### src/rtl/erc_pkg.sv
package erc_pkg;
  localparam int CRC_W = 64;
  localparam int SRC_N = 3;

  // Low 64 bits of the degree-64 generator; the x^64 term is implicit.
  localparam logic [CRC_W-1:0] CRC_POLY = 64'h231D_CEE9_1262_B8A3;

  // Strobes from the control side to the datapath.
  typedef struct packed {
    logic             clear;
    logic [SRC_N-1:0] srcMask;
  } dp_ctl_t;
endpackage

### src/rtl/erc_datapath.sv
module erc_datapath
  import erc_pkg::*;
(
  input  logic             clk,
  input  dp_ctl_t          dpCtl,
  input  logic [SRC_N-1:0] srcBits,
  output logic [CRC_W-1:0] crcOut
);
  logic [SRC_N-1:0] gatedBits;
  logic             inBit;
  logic             feedBack;
  logic [CRC_W-1:0] crcReg;
  logic [CRC_W-1:0] crcNext;

  // Gate each source by its enable.
  for (genvar i = 0; i < SRC_N; i++) begin : g_gate
    assign gatedBits[i] = srcBits[i] & dpCtl.srcMask[i];
  end

  assign inBit    = ^gatedBits;
  assign feedBack = crcReg[CRC_W-1] ^ inBit;

  always_comb begin
    crcNext = {crcReg[CRC_W-2:0], 1'b0};
    if (feedBack) crcNext = crcNext ^ CRC_POLY;
  end

  always_ff @(posedge clk) begin
    if (dpCtl.clear) crcReg <= '0;
    else             crcReg <= crcNext;
  end

  assign crcOut = crcReg;

  AST_ZERO_HOLD: assert property (@(posedge clk) disable iff (dpCtl.clear)
    (crcReg == '0 && dpCtl.srcMask == '0) |=> (crcReg == '0)) else $error("zero hold");

  AST_PLAIN_SHIFT: assert property (@(posedge clk) disable iff (dpCtl.clear)
    (!crcReg[CRC_W-1] && gatedBits == '0) |=> (crcReg == {$past(crcReg[CRC_W-2:0]), 1'b0})) else $error("plain shift");

  AST_POLY_FOLD: assert property (@(posedge clk) disable iff (dpCtl.clear)
    (crcReg[CRC_W-1] && gatedBits == '0) |=> (crcReg == ({$past(crcReg[CRC_W-2:0]), 1'b0} ^ CRC_POLY))) else $error("poly fold");
endmodule

### src/rtl/erc_ctrl.sv
module erc_ctrl
  import erc_pkg::*;
#(
  parameter int WAIT_W       = 8,
  parameter int DEFAULT_WAIT = 4
)(
  input  logic              clk,
  input  logic              rst,
  input  logic              cfgWe,
  input  logic              cfgMode,
  input  logic [SRC_N-1:0]  cfgEnable,
  input  logic [WAIT_W-1:0] cfgWait,
  input  logic              rdValid,
  output logic              rdReady,
  output dp_ctl_t           dpCtl
);
  localparam logic [WAIT_W-1:0] RST_WAIT = WAIT_W'(DEFAULT_WAIT);

  logic              modeReg;
  logic [SRC_N-1:0]  enableReg;
  logic [WAIT_W-1:0] waitReg;
  logic [WAIT_W-1:0] lockCnt;
  logic              readDone;

  // Configuration holding registers.
  always_ff @(posedge clk) begin
    if (rst) begin
      modeReg   <= 1'b1;
      enableReg <= '1;
      waitReg   <= RST_WAIT;
    end else if (cfgWe) begin
      modeReg   <= cfgMode;
      enableReg <= cfgEnable;
      waitReg   <= cfgWait;
    end
  end

  assign rdReady  = !modeReg || (lockCnt == '0);
  assign readDone = rdValid && rdReady;

  // Interlock counter: reload on a completed read, else count down to zero.
  always_ff @(posedge clk) begin
    if (rst)                 lockCnt <= RST_WAIT;
    else if (readDone)       lockCnt <= waitReg;
    else if (lockCnt != '0)  lockCnt <= lockCnt - 1'b1;
  end

  always_comb begin
    dpCtl.clear   = rst;
    dpCtl.srcMask = enableReg;
  end

  AST_NOMODE_READY: assert property (@(posedge clk) disable iff (rst)
    !modeReg |-> rdReady) else $error("ready low without mode");

  AST_STALL: assert property (@(posedge clk) disable iff (rst)
    (modeReg && lockCnt != '0) |-> !rdReady) else $error("ready during lock");

  AST_RELOAD_OLD_WAIT: assert property (@(posedge clk) disable iff (rst)
    readDone |=> (lockCnt == $past(waitReg))) else $error("reload value");

  AST_COUNT_DOWN: assert property (@(posedge clk) disable iff (rst)
    (!readDone && lockCnt != '0) |=> (lockCnt == $past(lockCnt) - 1'b1)) else $error("count down");
endmodule

### src/rtl/entropy_crc_acc.sv
module entropy_crc_acc
  import erc_pkg::*;
#(
  parameter int WAIT_W       = 8,
  parameter int DEFAULT_WAIT = 4
)(
  input  logic              clk,
  input  logic              rst,
  input  logic              cfgWe,
  input  logic              cfgMode,
  input  logic [2:0]        cfgEnable,
  input  logic [WAIT_W-1:0] cfgWait,
  input  logic [2:0]        srcBits,
  input  logic              rdValid,
  output logic              rdReady,
  output logic [63:0]       rdData
);
  dp_ctl_t dpCtl;

  erc_ctrl #(
    .WAIT_W      (WAIT_W),
    .DEFAULT_WAIT(DEFAULT_WAIT)
  ) u_ctrl (
    .clk      (clk),
    .rst      (rst),
    .cfgWe    (cfgWe),
    .cfgMode  (cfgMode),
    .cfgEnable(cfgEnable),
    .cfgWait  (cfgWait),
    .rdValid  (rdValid),
    .rdReady  (rdReady),
    .dpCtl    (dpCtl)
  );

  erc_datapath u_dp (
    .clk    (clk),
    .dpCtl  (dpCtl),
    .srcBits(srcBits),
    .crcOut (rdData)
  );

  AST_RESET_CLEAR: assert property (@(posedge clk)
    rst |=> (rdData == 64'd0)) else $error("reset clear");

  AST_DATA_HELD_BY_READ: assert property (@(posedge clk) disable iff (rst)
    (rdValid && rdReady && !rdData[63] && dpCtl.srcMask == '0) |=> (rdData == {$past(rdData[62:0]), 1'b0})) else $error("read altered data");
endmodule

### config.mk
export PLATFORM = sky130hd
export DESIGN_NAME = entropy_crc_acc
export DESIGN_NICKNAME = d
export VERILOG_FILES = /design/src/rtl/erc_pkg.sv /design/src/rtl/erc_datapath.sv /design/src/rtl/erc_ctrl.sv /design/src/rtl/entropy_crc_acc.sv
export SDC_FILE = /design/constraint.sdc
export NUM_CORES = 1
export LEC_CHECK = 0
export ABC_AREA = 0
export BUFFER_PORTS_ARGS = -buffer_cell sky130_fd_sc_hd__buf_2
export CAP_MARGIN = 20
export CORE_MARGIN = 2
export CORE_UTILIZATION = 53
export DETAILED_ROUTE_END_ITERATION = 8
export PLACE_DENSITY = 0.84
export SLEW_MARGIN = 10
export SYNTH_ARGS = -nofsm -noshare
export SYNTH_HDL_FRONTEND = slang
export SYNTH_SLANG_ARGS = --single-unit
### constraint.sdc
create_clock -name clk -period 2.15 [get_ports clk]
set_input_delay 0.3225 -clock clk [delete_from_list [all_inputs] [get_ports clk]]
set_output_delay 0.3225 -clock clk [all_outputs]
set_load 0.02 [all_outputs]
### Yosys cells after proc, flatten, opt, wreduce, memory -nomap -nowiden

Index checks and enable logic that the tools add are counted.

| storage, ports and cells | value |
|---|---|
| bits in registers | 84 |
| latch bits | 0 |
| memory bits (writable) | 0 |
| ROM bits | 0 |
| input bits | 19 |
| output and inout port bits | 65 |
| memories kept | 0 |

| cells by class | value |
|---|---|
| add/sub/neg operators | 1 |
| multipliers | 0 |
| divide/modulo/power cells | 0 |
| $lt $le $gt $ge | 0 |
| equal/unequal tests | 0 |
| shifts and indexed selects | 0 |
| mux-type cells | 3 |
| bitwise gates (word level) | 6 |
| reductions and logical operators | 8 |

Operators by type and width:

| operator | count |
|---|---|
| $mux 62 | 1 |
| $not 30->30 | 1 |
| $mux 8 | 2 |
| $logic_not 8->1 | 1 |
| $reduce_bool 8->1 | 1 |
| $sub 8x1->8 const B | 1 |
| $and 1x1->1 | 3 |
| $reduce_xor 3->1 | 1 |
| $reduce_bool 2->1 | 1 |
| $reduce_or 2->1 | 1 |
| $logic_and 1x1->1 | 1 |
| $logic_not 1->1 | 1 |
| $logic_or 1x1->1 | 1 |
| $not 1->1 | 1 |
| $xor 1x1->1 | 1 |

### Logic depth before layout (Yosys ltp)

Gate-level depths: netlist of run 1.

| logic depth | value |
|---|---|
| depth after elaboration | 5 |
| mapped depth | 6 |
| depth with buffers taken out | 6 |

### By module

A second synthesis of run 1 with hierarchy kept.

| unflattened totals | value |
|---|---|
| cell total of the unflattened synthesis | 341 |
| area total of the unflattened synthesis | 3584.7 um^2 |

Modules (own cells, without submodules):

| module | times used | cells an instance | area an instance (um^2) |
|---|---|---|---|
| erc_datapath | 1 | 239 | 2615.0 |
| erc_ctrl | 1 | 102 | 969.7 |

### Worst setup path before layout of run 1

OpenSTA, ideal clock, no wires.

| timing | value |
|---|---|
| path kind | register -> register |
| start | register u_ctrl.lockCnt[0] |
| end | register u_ctrl.lockCnt[2] |
| data arrival time | 1449 ps |
| data required time | 2076 ps |
| path slack | 626 ps |
| cell stages (with the launch flop) | 7 |
| buffers on the path | 0 |
| cell sequence | dfxtp_1 > inv_1 > ha_1 > nor4b_1 > a211o_2 > and3_2 > o21ai_0 |

| on the way | value |
|---|---|
| longest elaborated chain between the ends | 4 |

RTL lines:

| what | RTL line | text |
|---|---|---|
| from (decl) | erc_ctrl.sv:22 | `logic [WAIT_W-1:0] lockCnt;` |
| from (signal assigned) | erc_ctrl.sv:44 | `else if (readDone) lockCnt <= waitReg;` |
| from (signal assigned) | erc_ctrl.sv:45 | `else if (lockCnt != '0) lockCnt <= lockCnt - 1'b1;` |
| parallel branches: the longest is 4 deep, another holds $sub 8x1->8 | - |  |

Several ways; the timed one is not identified. The select of a mux whose other input is x is not followed.
A chain may end at the register's enable or synchronous reset.

### Final worst setup path of run 1

| timing | value |
|---|---|
| start | register u_ctrl.lockCnt[2] |
| end | output rdReady |

| on the way | value |
|---|---|
| longest elaborated chain between the ends | 2 |

RTL lines:

| what | RTL line | text |
|---|---|---|
| $logic_not 8->1 | erc_ctrl.sv:38 | `assign rdReady = !modeReg \|\| (lockCnt == '0);` |
| $logic_or 1x1->1 | erc_ctrl.sv:38 |  |
| to (decl) | entropy_crc_acc.sv:15 | `output logic rdReady,` |

Every way passes these cells.

==> results of run 1 <==
through the flow:
step	area [um^2]	power (W)
2_1_floorplan	3390	0.00290
3_3_place_gp	3640	0.00306
3_5_place_dp	3640	0.00309
4_1_cts	3810	0.00406
5_1_grt	3810	0.00424
6_report	3810	0.00400
flip-flops by register name, summed over array words and instances (netlist names):
signal and flops:
u_ctrl.lockCnt 8, u_ctrl.modeReg 1, u_ctrl.enableReg 3, u_ctrl.waitReg 8, u_dp.crcOut 64
cells in the mapped netlist:
library cell	count
a211o_2	1
a211oi_1	4
a21oi_1	4
a31oi_1	1
a41o_2	1
a41oi_2	1
and2_0	1
and3_2	1
buf_2	4
buf_4	34
buf_6	1
clkbuf_1	11
dfxtp_1	84
ha_1	2
inv_1	4
mux2_2	29
mux2i_1	12
nand2_1	15
nand2b_1	1
nand3_1	2
nor2_1	46
nor2b_1	64
nor3_1	1
nor4_1	1
nor4_4	1
nor4b_1	1
o21ai_0	3
or3_2	2
or4_1	1
xnor2_1	3
xor2_1	4
logic make-up after synthesis:
| family | count (synthesis) | share of synthesized area |
|---|---|---|
| flip-flops | 84 | 0.496 |
| adder cells (fa/ha/maj) | 2 | 0.00738 |
| buffers and inverters | 54 | 0.101 |
| XOR/XNOR | 7 | 0.0181 |
| AND/OR/NAND/NOR | 137 | 0.213 |
| AO/OA/AOI/OAI | 15 | 0.0321 |
| multiplexers | 41 | 0.132 |
worst reg2reg max path, delay by kind of cell (launching register included):
kind,cells,cell delay (ns)
simple gates,2,0.83
flops,1,0.38
compound gates,2,0.52
area by class of cell:
class | instances | area share
Sequential cell | 84 | 0.441
Multi-Input combinational cell | 202 | 0.360
Timing Repair Buffer | 86 | 0.125
Clock buffer | 11 | 0.0371
Tap cell | 77 | 0.0253
Clock inverter | 4 | 0.00689
Inverter | 4 | 0.00394
placed cells by master (no fill, tap or decap), types with 2 or more instances in the layout:
cell type and count:
a211oi_1 4, buf_2 82, clkbuf_8 10, or3_2 2, nand2_1 15, dfxtp_1 84
inv_1 4, a21oi_1 4, nor2b_1 64, nand3_1 2, mux2_2 29, o21ai_0 3
xnor2_1 2, clkinv_2 2, xor2_1 4, buf_12 3, nor2_1 46, mux2i_1 12
ha_1 2
worst max path at each step:
stage	startpoint	to	slack, ns	cells past startpoint
floorplan	u_ctrl.lockCnt[0]	u_ctrl.lockCnt[2]	0.63	6
global placement	u_ctrl.lockCnt[2]	u_ctrl.lockCnt[2]	0.45	4
detailed placement	u_ctrl.lockCnt[2]	u_ctrl.lockCnt[2]	0.36	4
CTS	u_ctrl.lockCnt[2]	rdReady	0.17	4
global route	u_ctrl.lockCnt[2]	rdReady	0.11	4
finish	u_ctrl.lockCnt[2]	rdReady	0.18	4
where the power goes:
part           switching (W)  internal, W  total (W)
sequential          0.000161      0.00180    0.00196
clock               0.000507     0.000443   0.000950
combinational       0.000599     0.000498    0.00110
layer usage:
| metal | track usage | share of wire | up-vias |
|---|---|---|---|
| met5 | 0 | 0 | - |
| met4 | 0.0499 | 0.0073 | 0 |
| met3 | 0.0633 | 0.061 | 2 |
| met2 | 0.291 | 0.49 | 67 |
| met1 | 0.215 | 0.44 | 1026 |
| li1 | - | - | 1151 |
==> summary.md, run 1 <==
| Metric | Value |
|---|---|
| Max Slew Vio Count | 0 |
| Setup WS pre-CTS | ~0.36 ns |
| Number of routed nets with antenna violations | 0 |
| Setup CP Type | reg -> out |
| Pwr dens | 1050 nW/um^2 |
| Syn_area_per_cell | between 9 and 10 um^2 |
| CTS sink cnt | 84 |
| Max-cap violation count | 0 |
| Register area share after synthesis | 0.496 |
| Hold WS | slightly above 0.2 ns |
| Initial detailed-routing violation count | 64 |
| Synth Instances | 340 |
| Worst-path cell chain | nor4_4 > nand3_1 > nand2_1 > buf_2 |
| Multi-input gate area | ~1400 um^2 |
| Max VDD drop | 0.620 mV |
| RSZ-0062 raised after global routing | no |
| CTS hold repair buffers | 0 |
| I/O Pins | 84 |
| DRC errors left | 0 |
| Fill cells | 573 |
| Final WL | between 5000 and 6000 um |
| Time the worst path needs with I/O delays and setup | approximately 2.0 ns |
| TritonRoute pass-1 iters | 4 |
| #FFs+latches synth | 84 |
| Worst-Skew Late Latency | 0.33 ns |
| Global route overflow | 0 |
| Worst Setup End Kind | output port |
| Reg2reg start | u_ctrl.lockCnt[2] |
| Number of port buffers | 83 |
| Clk_skew | ~0.0083 ns |
| WP data required | between 1.5 and 2 ns |
| Post-synth top area cell | dfxtp_1 |
| Clock buffer depth | 2 |
| Crit path max-delay family | simple AND/OR/NAND/NOR gates |
| Cell Count, Final, Fillers Out | ~470 |
| Initial Util | 0.540 |
| Period Utilization, post-route | 0.915 |
| Core Rows | 29 |
| Area contributors post-synth | dfxtp_1 (50%), nor2b_1 (12%), mux2_2 (9.6%) |
| Core footprint | roughly 6300 um^2 |
| Clk slew on worst S/H paths | approximately 0.070 ns |
| Min-Delay Path Class | in -> reg |
| Post-CTS sizing | 0 |
| Diode count | 0 |
| Layout cells sized above 1 | 0.350 |
| Via density | approximately 4.8 |
| Critical Path Start Type | flip-flop |
| TritonCTS clock tree | done |
| Synth-to-Final Area Change | 12.4% |
| Pin count of the biggest net entering global routing | a little over 40 |
| Initial antenna violation count | 0 |
| R2R Setup Slk | roughly 0.36 ns |
| Post-Synthesis Cell Area | 3390 um^2 |
| Die H | approximately 84 um |
| Post-Route Utilization | 0.607 |
| CTS root buffer | clkbuf_8 |
| WP buf/inv | 1 |
| Top cell type's share of synthesized area | 0.496 |
| Final #Nets | 408 |
| Peak per-stage delay on the critical path | between 0.5 and 0.6 ns |
| Hold Startpoint | cfgWait[2] |
| Post-synthesis net count | about 360 |
| Sum Neg Setup Slack | 0 ns |
| Max Clock Freq | 0.508 GHz |
| DPL Wire Length | around 4100 um |
| Die ar. | a little over 7000 um^2 |
| Storage element area | about 1700 um^2 |
| Crit path max fanout | 9 |
| Routed vias | between 2000 and 2500 |
| Worst Tran Pin Value | 0.540 ns |
| First-pass GRT wire length | approximately 9800 um |
| Worst EP arrival | between 1.5 and 2 ns |
| Endpoints failing hold | 0 |
| Placed cells | ~450 |
| Status | finished, final reports clean |
| P_leak | roughly 1.8 nW |
| CTS H-tree depth | 3 |
| Wirelength per Cell | about 13 um |
| WHS Endpoint | u_ctrl.waitReg[2] |
| Ys Warns | 0 |
| Die W | about 84 um |
| Vias in the first global route | 2141 |
| Slowest CP cell | nor4_4 |
| Setup slack after layout | roughly 0.18 ns |
| RePlAce Congestion | 0.842 |
| Post-synth cell types | 31 |
| Slew HR | 0.635 |
| # Post-CTS Setup Buffers | 0 |
| GRT Resource Usage Total | 0.175 |
| CTS Buf Count | 9 |
| Reg-to-reg endpoint | u_ctrl.lockCnt[2] |
| Final setup vio count | 0 |
| Worst hold stages | 3 |
| R2r worst-path depth | 4 |
No activity file was read; power rests on OpenSTA's default activity.
==> run 2: changes to the inputs <==
--- a/config.mk
+++ b/config.mk
@@ -9,9 +9,10 @@
 export BUFFER_PORTS_ARGS = -buffer_cell sky130_fd_sc_hd__buf_2
 export CAP_MARGIN = 20
 export CORE_MARGIN = 2
-export CORE_UTILIZATION = 53
+export CORE_UTILIZATION = 55
+export CTS_BUF_LIST = sky130_fd_sc_hd__clkbuf_8
 export DETAILED_ROUTE_END_ITERATION = 8
-export PLACE_DENSITY = 0.84
+export PLACE_DENSITY = 0.87
 export SLEW_MARGIN = 10
 export SYNTH_ARGS = -nofsm -noshare
 export SYNTH_HDL_FRONTEND = slang
==> run 2 against run 1 <==
Setup slack hardly changed. Die area decreased by 3.5%. Via count is 3.9% higher. Critical path type is now reg -> reg. Highest routed layer unchanged. Largest cell class unchanged.
==> summary.md, run 2 (synthesized netlist as in run 1, its figures left out) <==
| Metric | Value |
|---|---|
| Status | finished, final reports clean |
| Endpoints failing hold | 0 (unchanged) |
| Vias in the first global route | 2196 (+2.6%) |
| Final WL | 6260 um (+6.5%) |
| Global route overflow | 0 (unchanged) |
| Setup CP Type | reg -> reg |
| Min-Delay Path Class | in -> reg |
| Die ar. | 6810 um^2 (-3.5%) |
| Max Clock Freq | 0.508 GHz (about the same) |
| Pwr dens | 1080 nW/um^2 (+2.7%) |
| Worst-Skew Late Latency | 0.36 ns (+0.03 ns) |
| Commonest cells after routing, fill and taps aside | dfxtp_1 (84), buf_2 (83), nor2b_1 (64), nor2_1 (46), mux2_2 (29) |
| Worst Tran Pin Value | 0.844 ns (+0.304 ns) |
| Worst EP arrival | 2.22 ns (+0.57 ns) |
| CTS Buf Count | 9 (unchanged) |
| Time the worst path needs with I/O delays and setup | 1.97 ns (-0.000368 ns) |
| WP data required | 2.41 ns (+0.58 ns) |
| First-pass GRT wire length | 10000 um (+2.1%) |
| Clk slew on worst S/H paths | 0.09 ns (+0.02 ns) |
| Routed vias | 2333 (+3.9%) |
| RSZ-0062 raised after global routing | no |
| Worst Setup End Kind | flip-flop |
| Crit path max fanout | 19 (+10) |
| Max Slew Vio Count | 0 (unchanged) |
| Layout cells sized above 1 | 0.358 (+0.00748) |
| Clk_skew | 0.00873 ns (+0.000407 ns) |
| Critical Path Start Type | flip-flop |
| CTS H-tree depth | 3 (unchanged) |
| DPL Wire Length | 4390 um (+6.5%) |
| Wirelength per Cell | 13.3 um (+6.3%) |
| CTS hold repair buffers | 0 (unchanged) |
| Final setup vio count | 0 (unchanged) |
| Core Rows | 28 (-3.4%) |
| Core footprint | 5960 um^2 (-5.1%) |
| Initial detailed-routing violation count | 102 (+59%) |
| Period Utilization, post-route | 0.915 (about the same) |
| Max VDD drop | 0.611 mV (-1.5%) |
| CTS sink cnt | 84 (unchanged) |
| Via density | 4.97 (+3.7%) |
| Sum Neg Setup Slack | 0 ns (unchanged) |
| Die H | 82.5 um (-1.7%) |
| Clock buffer depth | 2 (unchanged) |
| Post-CTS sizing | 0 (unchanged) |
| TritonRoute pass-1 iters | 4 (unchanged) |
| Diode count | 0 (unchanged) |
| DRC errors left | 0 (unchanged) |
| Die W | 82.5 um (-1.7%) |
| TritonCTS clock tree | done |
| # Post-CTS Setup Buffers | 0 (unchanged) |
| Initial antenna violation count | 0 (unchanged) |
| Synth-to-Final Area Change | 13.2% |
| CTS root buffer | clkbuf_8 |
| Slew HR | 0.435 (-0.200) |
| Initial Util | 0.569 (+0.0292) |
| Final #Nets | 410 (+0.49%) |
| Max reg flops | 64 (unchanged) |
| Number of routed nets with antenna violations | 0 (unchanged) |
| P_leak | 1.82 nW (+0.92%) |
| Number of port buffers | 83 (unchanged) |
| Max-cap violation count | 0 (unchanged) |
| Most common cell after layout, fill and taps aside | dfxtp_1 |
| RePlAce Congestion | 0.810 (-3.8%) |
| Power, Total | 0.00414 W (+3.4%) |
| Pin count of the biggest net entering global routing | 38 (-7.3%) |
| I/O Pins | 84 (unchanged) |
| GRT Resource Usage Total | 0.201 (+0.0253) |
-- run 2: path summary, 6_finish.rpt --
path                  startpoint                   to  slack [ns]  cells after the start
max          u_ctrl.enableReg[1]      u_dp.crcOut[39]        0.18                      5
min                 cfgEnable[1]  u_ctrl.enableReg[1]        0.18                      3
max reg2reg  u_ctrl.enableReg[1]      u_dp.crcOut[39]        0.18                      5
min reg2reg      u_dp.crcOut[22]      u_dp.crcOut[23]        0.46                      1
-- run 2: worst max-delay path, stage by stage, from the launching register on --
cell and delay (ns):
dfxtp_1 0.34, nand2_1 0.07, xnor2_1 0.16, xnor2_2 0.69, buf_12 0.25, mux2_2 0.35
-- run 2: layout make-up --
type,instances,area [um^2]
inverter,4,15.0
clock buffer,9,124
fill,480,2120
clock inverter,7,58.8
tap,75,93.8
sequential,84,1680
multi-input combinational,202,1370
timing repair buffer,88,490
-- run 2: stage by stage --
stage | std cells | cell area, um^2 | setup WS [ns] | util | hold WS [ns]
final | 469 | 3840 | 0.182 | 0.644 | 0.178
after detailed placement | 453 | 3650 | 0.122 | 0.613 | 0.448
after global placement | 453 | 3650 | 0.170 | 0.613 | 0.438
after global routing | 469 | 3840 | 0.0433 | 0.644 | 0.168
after floorplan | 340 | 3390 | 0.626 | - | 0.439
after CTS | 469 | 3840 | 0.193 | 0.644 | 0.164
-- run 2: metal layers --
metal | vias to the layer above | share of wire | GRT usage
li1 | 1156 | - | -
met2 | 67 | 0.47 | 0.312
met4 | 0 | 0.026 | 0.105
met1 | 1096 | 0.45 | 0.248
met5 | - | 0 | 0
met3 | 14 | 0.061 | 0.0652
-- run 2: power by group --
part | internal, W | total, W | switching, W
clock network | 0.000439 | 0.00106 | 0.000617
logic | 0.000507 | 0.00112 | 0.000610
registers | 0.00180 | 0.00197 | 0.000171
